File: src/rtl/irq_prio_pkg.sv
package irq_prio_pkg;

    localparam int VEC_W     = 8;
    localparam int NUM_VEC   = 1 << VEC_W;
    localparam int WORD_W    = 32;
    localparam int NUM_WORDS = NUM_VEC / WORD_W;
    localparam int CLASS_W   = 4;
    localparam int SUB_W     = VEC_W - CLASS_W;
    localparam int CTRL_W    = VEC_W + 2;

    typedef logic [VEC_W-1:0]   vec_t;
    typedef logic [CLASS_W-1:0] class_t;
    typedef logic [NUM_VEC-1:0] vset_t;

    typedef enum logic [1:0] {
        ACK_NONE     = 2'b00,
        ACK_VECTOR   = 2'b01,
        ACK_SPURIOUS = 2'b10
    } ack_kind_e;

    typedef struct packed {
        logic directed_eoi;
        logic sw_enable;
        vec_t spur_vec;
    } ctrl_t;

    localparam ctrl_t CTRL_RESET = '{directed_eoi: 1'b0, sw_enable: 1'b0, spur_vec: '1};

    function automatic vset_t vec_onehot(input logic en, input vec_t v);
        vset_t r;
        r = '0;
        if (en) r[v] = 1'b1;
        return r;
    endfunction

    function automatic class_t class_of(input vec_t v);
        return v[VEC_W-1 -: CLASS_W];
    endfunction

    function automatic vec_t class_base(input class_t c);
        return {c, {SUB_W{1'b0}}};
    endfunction

endpackage

File: src/rtl/prio_msb_find.sv
module prio_msb_find #(
    parameter int WORDS = 8,
    parameter int WW    = 32,
    parameter int IW    = 8
) (
    input  logic [WORDS*WW-1:0] bits,
    output logic                found,
    output logic [IW-1:0]       idx
);
    localparam int WIW    = $clog2(WW);
    localparam int WSEL_W = IW - WIW;

    logic [WORDS-1:0]     word_any;
    logic [WORDS*WIW-1:0] word_pos;

    for (genvar w = 0; w < WORDS; w++) begin : g_word
        logic [WW-1:0]  slice;
        logic [WIW-1:0] pos;
        assign slice = bits[w*WW +: WW];
        assign word_any[w] = |slice;
        always_comb begin
            pos = '0;
            for (int b = 0; b < WW; b++) begin
                if (slice[b]) pos = WIW'(b);
            end
        end
        assign word_pos[w*WIW +: WIW] = pos;
    end

    // Higher words override lower ones: last hit wins.
    always_comb begin
        found = 1'b0;
        idx   = '0;
        for (int w = 0; w < WORDS; w++) begin
            if (word_any[w]) begin
                found = 1'b1;
                idx   = {WSEL_W'(w), word_pos[w*WIW +: WIW]};
            end
        end
    end

endmodule

File: src/rtl/prio_ppr_calc.sv
module prio_ppr_calc
    import irq_prio_pkg::*;
(
    input  logic   clk,
    input  logic   rst,
    input  class_t task_class,
    input  logic   isr_found,
    input  vec_t   isr_top,
    input  vec_t   irr_top,
    output vec_t   ppr,
    output logic   req_blocked
);
    class_t svc_class;

    always_comb begin
        svc_class = isr_found ? class_of(isr_top) : '0;
        if (task_class >= svc_class) ppr = class_base(task_class);
        else                         ppr = class_base(svc_class);
        req_blocked = (ppr != '0) && (class_of(irr_top) <= class_of(ppr));
    end

    AST_PPR_FLOOR: assert property (@(posedge clk) disable iff (rst)
        (class_of(ppr) >= task_class) && (!isr_found || class_of(ppr) >= class_of(isr_top)));

    AST_ZERO_PPR_OPEN: assert property (@(posedge clk) disable iff (rst)
        (ppr == '0) |-> !req_blocked);

endmodule

File: src/rtl/prio_vec_regs.sv
module prio_vec_regs
    import irq_prio_pkg::*;
(
    input  logic  clk,
    input  logic  rst,
    input  logic  set_en,
    input  vec_t  set_vec,
    input  logic  set_level,
    input  logic  take_en,
    input  vec_t  take_vec,
    input  logic  retire_en,
    input  vec_t  retire_vec,
    output vset_t irr,
    output vset_t isr,
    output vset_t tmr
);
    vset_t set_oh, take_oh, retire_oh;

    always_comb begin
        set_oh    = vec_onehot(set_en, set_vec);
        take_oh   = vec_onehot(take_en, take_vec);
        retire_oh = vec_onehot(retire_en, retire_vec);
    end

    // A new request wins over a take of the same vector; a take wins over a retire.
    always_ff @(posedge clk) begin
        if (rst) begin
            irr <= '0;
            isr <= '0;
            tmr <= '0;
        end else begin
            irr <= (irr & ~take_oh) | set_oh;
            isr <= (isr & ~retire_oh) | take_oh;
            if (set_en) tmr[set_vec] <= set_level;
        end
    end

    AST_TAKE_MOVES_BIT: assert property (@(posedge clk) disable iff (rst)
        (take_en && !(set_en && set_vec == take_vec)) |=>
        (isr[$past(take_vec)] && !irr[$past(take_vec)]));

    AST_SET_MARKS_WAIT: assert property (@(posedge clk) disable iff (rst)
        set_en |=> (irr[$past(set_vec)] && tmr[$past(set_vec)] == $past(set_level)));

endmodule

File: src/rtl/irq_prio_arbiter.sv
module irq_prio_arbiter
    import irq_prio_pkg::*;
(
    input  logic              clk,
    input  logic              rst,
    input  logic              req_valid,
    input  logic [VEC_W-1:0]  req_vector,
    input  logic              req_level,
    input  logic [CLASS_W-1:0] task_class,
    input  logic              cfg_wr,
    input  logic [CTRL_W-1:0] cfg_data,
    input  logic              ack_req,
    input  logic              eoi,
    output logic              irq_pending,
    output logic [VEC_W-1:0]  proc_prio,
    output logic              ack_valid,
    output logic [1:0]        ack_kind,
    output logic [VEC_W-1:0]  ack_vector,
    output logic              eoi_bcast,
    output logic [VEC_W-1:0]  eoi_bcast_vector
);
    ctrl_t     ctrl_q;
    vset_t     irr, isr, tmr;
    logic      irr_found, isr_found;
    vec_t      irr_top, isr_top;
    vec_t      ppr;
    logic      req_blocked;
    logic      take_en, retire_en;
    ack_kind_e nxt_kind;
    vec_t      nxt_vec;

    prio_vec_regs u_regs (
        .clk        (clk),
        .rst        (rst),
        .set_en     (req_valid),
        .set_vec    (req_vector),
        .set_level  (req_level),
        .take_en    (take_en),
        .take_vec   (irr_top),
        .retire_en  (retire_en),
        .retire_vec (isr_top),
        .irr        (irr),
        .isr        (isr),
        .tmr        (tmr)
    );

    prio_msb_find #(.WORDS(NUM_WORDS), .WW(WORD_W), .IW(VEC_W)) u_irr_find (
        .bits  (irr),
        .found (irr_found),
        .idx   (irr_top)
    );

    prio_msb_find #(.WORDS(NUM_WORDS), .WW(WORD_W), .IW(VEC_W)) u_isr_find (
        .bits  (isr),
        .found (isr_found),
        .idx   (isr_top)
    );

    prio_ppr_calc u_ppr (
        .clk         (clk),
        .rst         (rst),
        .task_class  (task_class),
        .isr_found   (isr_found),
        .isr_top     (isr_top),
        .irr_top     (irr_top),
        .ppr         (ppr),
        .req_blocked (req_blocked)
    );

    assign proc_prio = ppr;
    assign retire_en = eoi && isr_found;

    always_comb begin
        take_en  = 1'b0;
        nxt_kind = ACK_NONE;
        nxt_vec  = '0;
        if (ack_req && ctrl_q.sw_enable && irr_found) begin
            if (req_blocked) begin
                nxt_kind = ACK_SPURIOUS;
                nxt_vec  = ctrl_q.spur_vec;
            end else begin
                nxt_kind = ACK_VECTOR;
                nxt_vec  = irr_top;
                take_en  = 1'b1;
            end
        end
    end

    always_ff @(posedge clk) begin
        if (rst) begin
            ctrl_q           <= CTRL_RESET;
            irq_pending      <= 1'b0;
            ack_valid        <= 1'b0;
            ack_kind         <= ACK_NONE;
            ack_vector       <= '0;
            eoi_bcast        <= 1'b0;
            eoi_bcast_vector <= '0;
        end else begin
            if (cfg_wr) ctrl_q <= ctrl_t'(cfg_data);
            irq_pending <= ctrl_q.sw_enable && irr_found && !req_blocked;
            ack_valid   <= ack_req;
            if (ack_req) begin
                ack_kind   <= nxt_kind;
                ack_vector <= nxt_vec;
            end
            eoi_bcast <= retire_en && tmr[isr_top] && !ctrl_q.directed_eoi;
            if (retire_en) eoi_bcast_vector <= isr_top;
        end
    end

    AST_DISABLED_QUIET: assert property (@(posedge clk) disable iff (rst)
        !ctrl_q.sw_enable |=> !irq_pending);

    AST_DISABLED_ACK_NONE: assert property (@(posedge clk) disable iff (rst)
        (ack_req && !ctrl_q.sw_enable) |=> (ack_valid && ack_kind == ACK_NONE && ack_vector == '0));

    AST_SPUR_KEEPS_WAIT: assert property (@(posedge clk) disable iff (rst)
        (ack_req && ctrl_q.sw_enable && irr_found && req_blocked) |=>
        (ack_kind == ACK_SPURIOUS && irr_found));

    AST_EOI_EMPTY_NOP: assert property (@(posedge clk) disable iff (rst)
        (eoi && !isr_found) |=> (!eoi_bcast && !isr_found));

    AST_DIRECTED_SILENT: assert property (@(posedge clk) disable iff (rst)
        (eoi && ctrl_q.directed_eoi) |=> !eoi_bcast);

    AST_ACK_PULSE: assert property (@(posedge clk) disable iff (rst)
        !ack_req |=> !ack_valid);

endmodule

File: config.mk
export PLATFORM = sky130hd
export DESIGN_NAME = irq_prio_arbiter
export DESIGN_NICKNAME = d
export VERILOG_FILES = /design/src/rtl/irq_prio_pkg.sv /design/src/rtl/prio_msb_find.sv /design/src/rtl/prio_ppr_calc.sv /design/src/rtl/prio_vec_regs.sv /design/src/rtl/irq_prio_arbiter.sv
export SDC_FILE = /design/constraint.sdc
export NUM_CORES = 2
export LEC_CHECK = 0
export BUFFER_PORTS_ARGS = -buffer_cell sky130_fd_sc_hd__buf_2
export CELL_PAD_IN_SITES_DETAIL_PLACEMENT = 0
export CELL_PAD_IN_SITES_GLOBAL_PLACEMENT = 1
export CORE_MARGIN = 1
export CORE_UTILIZATION = 40
export CTS_CLUSTER_SIZE = 40
export DETAILED_ROUTE_END_ITERATION = 8
export GPL_ROUTABILITY_DRIVEN = 0
export PLACE_DENSITY = 0.68
export SLEW_MARGIN = 25
export SYNTH_ARGS = -nofsm -noshare
export SYNTH_HDL_FRONTEND = slang
export SYNTH_SLANG_ARGS = --single-unit
File: constraint.sdc
create_clock -name clk -period 6.39 [get_ports clk]
set_clock_uncertainty 0.1 [all_clocks]
set_input_delay 1.5975 -clock clk [delete_from_list [all_inputs] [get_ports clk]]
set_output_delay 1.5975 -clock clk [all_outputs]
set_load 0.05 [all_outputs]
==> key figures <==
Outcome
  – Status: finished clean

Logic synthesis
  – Syn Inst Count: 4839
  – Share of synthesized flip-flops with an asynchronous set or reset: 0
  – Sequential area share after synthesis: 0.406
  – Ys Warns: 0
  – Avg Inst Size Synth: 8.14 µm²
  – Post-Syn Area: 39400 µm²
  – EDFF count, synth: 0
  – Post-synth top flop: dfxtp_1
  – FF+latch count, synth: 799
  – Yosys cell types: 90

Min path
  – WHS Endpoint: u_regs.tmr[66]
  – Hold Path Depth: 2
  – Hold path start: u_regs.tmr[66]
  – Hold Crit Class: reg2reg

Job
  – Max Cap Violations: 0

Power
  – Pwr dens: 272 nW/µm²
  – Pwr Total: 12200 µW
  – Static leakage: 0.0167 µW
  – Peak VDD IR: 0.000224 V

Die
  – Die Span Y: 316 µm
  – Die area: 99800 µm²
  – Io pins: 58
  – Initial Util: 0.406
  – Cell Rows: 114
  – Die Width: 316 µm
  – Core Footprint: 97100 µm²

Routing
  – Mean number of vias per cell: 6.39
  – Wire length on met2: 76.2 mm
  – Vias post-DR: 39300
  – Drt drc: 0
  – Met1 WL: 72.4 mm
  – Routed Wire Length: 170 mm
  – First-pass iteration count of the detailed router: 8
  – Final antenna-violating net count: 0
  – Wirelength per Cell: 27.7 µm
  – Top Layer Used: met5
  – DR WL met3: 12.5 mm
  – DRT iter0 DRCs: 4006

Timing
  – Fmax: 0.161 GHz
  – Total Neg Setup Slack: 0 ps
  – Slew Viols, Final: 0
  – Tmin final: 6200 ps
  – Relative slew slack: 0.256
  – Final setup vio count: 0
  – Least-Margin Pin Slew: 1110 ps
  – Hold slack: 354 ps
  – RSZ-0062 raised after global routing: no
  – Period Utilization, post-route: 0.970
  – Hold Fails Final Rpt: 0

Finish
  – Layout cells sized above 1: 0.117
  – Layout Cells excl Fill: 6147
  – P&R area growth vs syn: 14.4%
  – Nets: 4824

Worst setup path
  – R2R Setup Slk: 190 ps
  – R2R cell count: 25
  – Reg-to-reg startpoint: u_regs.irr[84]
  – Startpoint types: flip-flop
  – Crit end category: flip-flop
  – CP required: 6810 ps
  – Kind of critical path: reg2reg
  – Critical R2R Capture: u_regs.irr[187]
  – Crit path max fanout: 32
  – Arr. time, crit path: 6620 ps

Clock network
  – CTS Buf Count: 92
  – Post-CTS Repair Setup Buffers: 0
  – CTS Buffer Depth: 3
  – CTS tree: done
  – Hold buffer count at CTS: 0
  – H-Tree Depth: 3
  – Clk slew on worst S/H paths: 60 ps
  – Root Driver: clkbuf_16
  – Clk sinks: 799
  – Clk Latency, worst-skew pair: 690 ps

Global route
  – First-pass GRT wire length: 249 mm
  – GRT overflow: 0
  – Vias in the first global route: 36700
  – Largest net degree at the start of global routing: 175
  – All-Layer GR Usage: 0.333
  – Initial antenna violation count: 4

Placement
  – I/O Buffers: 53
  – Cells after DPL: 5968
  – Final HPWL DP: 110 mm
==> area by class of cell <==
type,instances,area [µm²]
fillers,9739,52000
clock inverters,45,594
clock buffers,128,2680
multi-input cells,3527,21700
well taps,1276,1600
repair buffers,249,2100
flip-flops and latches,799,16000
diodes,5,12.5
inverters,118,450
==> where the power goes <==
part | internal (µW) | switching, µW
Sequential | 4990 | 10.1
Combinational | 269 | 1200
Clock | 3460 | 2310
Total | 8720 | 3520
==> metrics by stage <==
stage / setup slack (ps) / utilization / cell area [µm²]
floorplan: 3.65 / - / 39400
global placement: 144 / 0.429 / 41600
detailed placement: 188 / 0.429 / 41700
CTS: 93.2 / 0.463 / 45000
global route: 5.03 / 0.464 / 45100
finish: 192 / 0.464 / 45100
==> cells in the mapped netlist (11+ instances only) <==
cell type,count,area share
nand2b_1,40,0.0063
a221oi_1,17,0.0038
nor4_1,132,0.021
a21boi_0,12,0.0023
nor3_1,83,0.011
and3_1,22,0.0035
clkbuf_1,303,0.029
a31oi_1,32,0.0051
o311ai_0,14,0.0031
o21bai_1,28,0.0053
a21oi_1,436,0.055
o31ai_1,422,0.080
inv_1,115,0.011
or4_1,33,0.0063
nand3_1,89,0.011
o211ai_1,265,0.050
o21ai_0,141,0.018
mux2i_1,250,0.063
o21ai_1,26,0.0033
o22ai_1,14,0.0022
nor2b_1,33,0.0052
a211oi_1,51,0.0097
dfxtp_1,799,0.41
or3_1,21,0.0033
nor4_2,11,0.0035
nand2_1,534,0.051
nand4_1,35,0.0056
buf_2,52,0.0066
o31ai_2,45,0.014
a31o_2,12,0.0027
and2_1,18,0.0029
buf_1,25,0.0024
nor2_1,529,0.050
==> registers in the layout, summed over array words and instances (netlist names) <==
signal	flops
irq_pending	1
eoi_bcast_vector	8
u_regs.irr	256
ack_vector	8
ctrl_q	10
u_regs.tmr	256
eoi_bcast	1
ack_kind	2
u_regs.isr	256
ack_valid	1
==> timing repair <==
item | in CTS | in global routing
resized for setup | 0 | 17
setup endpoints to repair | 0 | 346
hold endpoints to repair | 0 | 0
==> cell usage in the layout, fill, tap and decap left out, types with 21 or more instances in the layout <==
master     instances
a211oi_1          51
and3_1            21
o21ai_1           26
o211ai_1         265
clkbuf_16         94
o21ai_0          141
nor2b_1           33
a21oi_1          434
buf_2             50
nand2_1          528
o31ai_2           45
o31ai_1          422
mux2i_1          250
nand4_1           35
nand2b_1          37
nor2_1           508
nand3_1           87
dfxtp_1          799
nor4_2            22
clkbuf_8          21
nor3_1            77
nor4_1           120
inv_1            115
or4_1             33
or3_1             21
a31oi_1           32
clkinv_2          25
o21bai_1          28
buf_4            171
buf_12            24
==> routing by layer <==
metal / vias up / GRT usage
li1: 17900 / -
met1: 19200 / 0.444
met2: 1717 / 0.527
met3: 444 / 0.0502
met4: 2 / 0.162
met5: - / 0
==> how the worst max path moves through the flow <==
stage                     from  cells after the start              end
4_1_cts        u_regs.isr[101]                     16     proc_prio[7]
5_1_grt        u_regs.isr[121]                     17     proc_prio[7]
6_report        u_regs.irr[84]                     25  u_regs.irr[187]
3_5_place_dp   u_regs.isr[101]                     27  u_regs.irr[205]
3_3_place_gp    u_regs.irr[84]                     25  u_regs.irr[207]
2_1_floorplan  u_regs.isr[114]                     30  u_regs.irr[118]
==> cells by family (layout without fill, tap and decap cells) <==
| kind of cell | Yosys count | count (layout) | synth area share |
|---|---|---|---|
| AO/OA/AOI/OAI | 1635 | 1635 | 0.283 |
| AND/OR/NAND/NOR | 1621 | 1621 | 0.189 |
| flip-flops | 799 | 799 | 0.406 |
| buffers and inverters | 516 | 540 | 0.0533 |
| multiplexers | 259 | 259 | 0.0661 |
| adder cells (fa/ha/maj) | 8 | 8 | 0.00254 |
| other | 1 | 9 | 0.0000951 |
==> critical path: stages, from the launching register on <==
cell      delay (ps)
dfxtp_1          330
or4_1            560
nor4_1           350
buf_4            200
nand2_1           50
nor3_1           250
o21ai_0          130
a31oi_1          240
nor2_1           140
o21bai_1         280
a21oi_1          170
o21bai_1         440
a21oi_1          250
ha_1             240
nor2b_1          100
o21ai_0           80
nand2b_1          80
a21oi_1           60
a41o_1           240
o31ai_4          150
and3_4           330
nand2_1          180
or3_1            360
buf_4            290
o31ai_1          310
a21oi_1          100
Note: power is estimated with default switching activity, not from simulation.
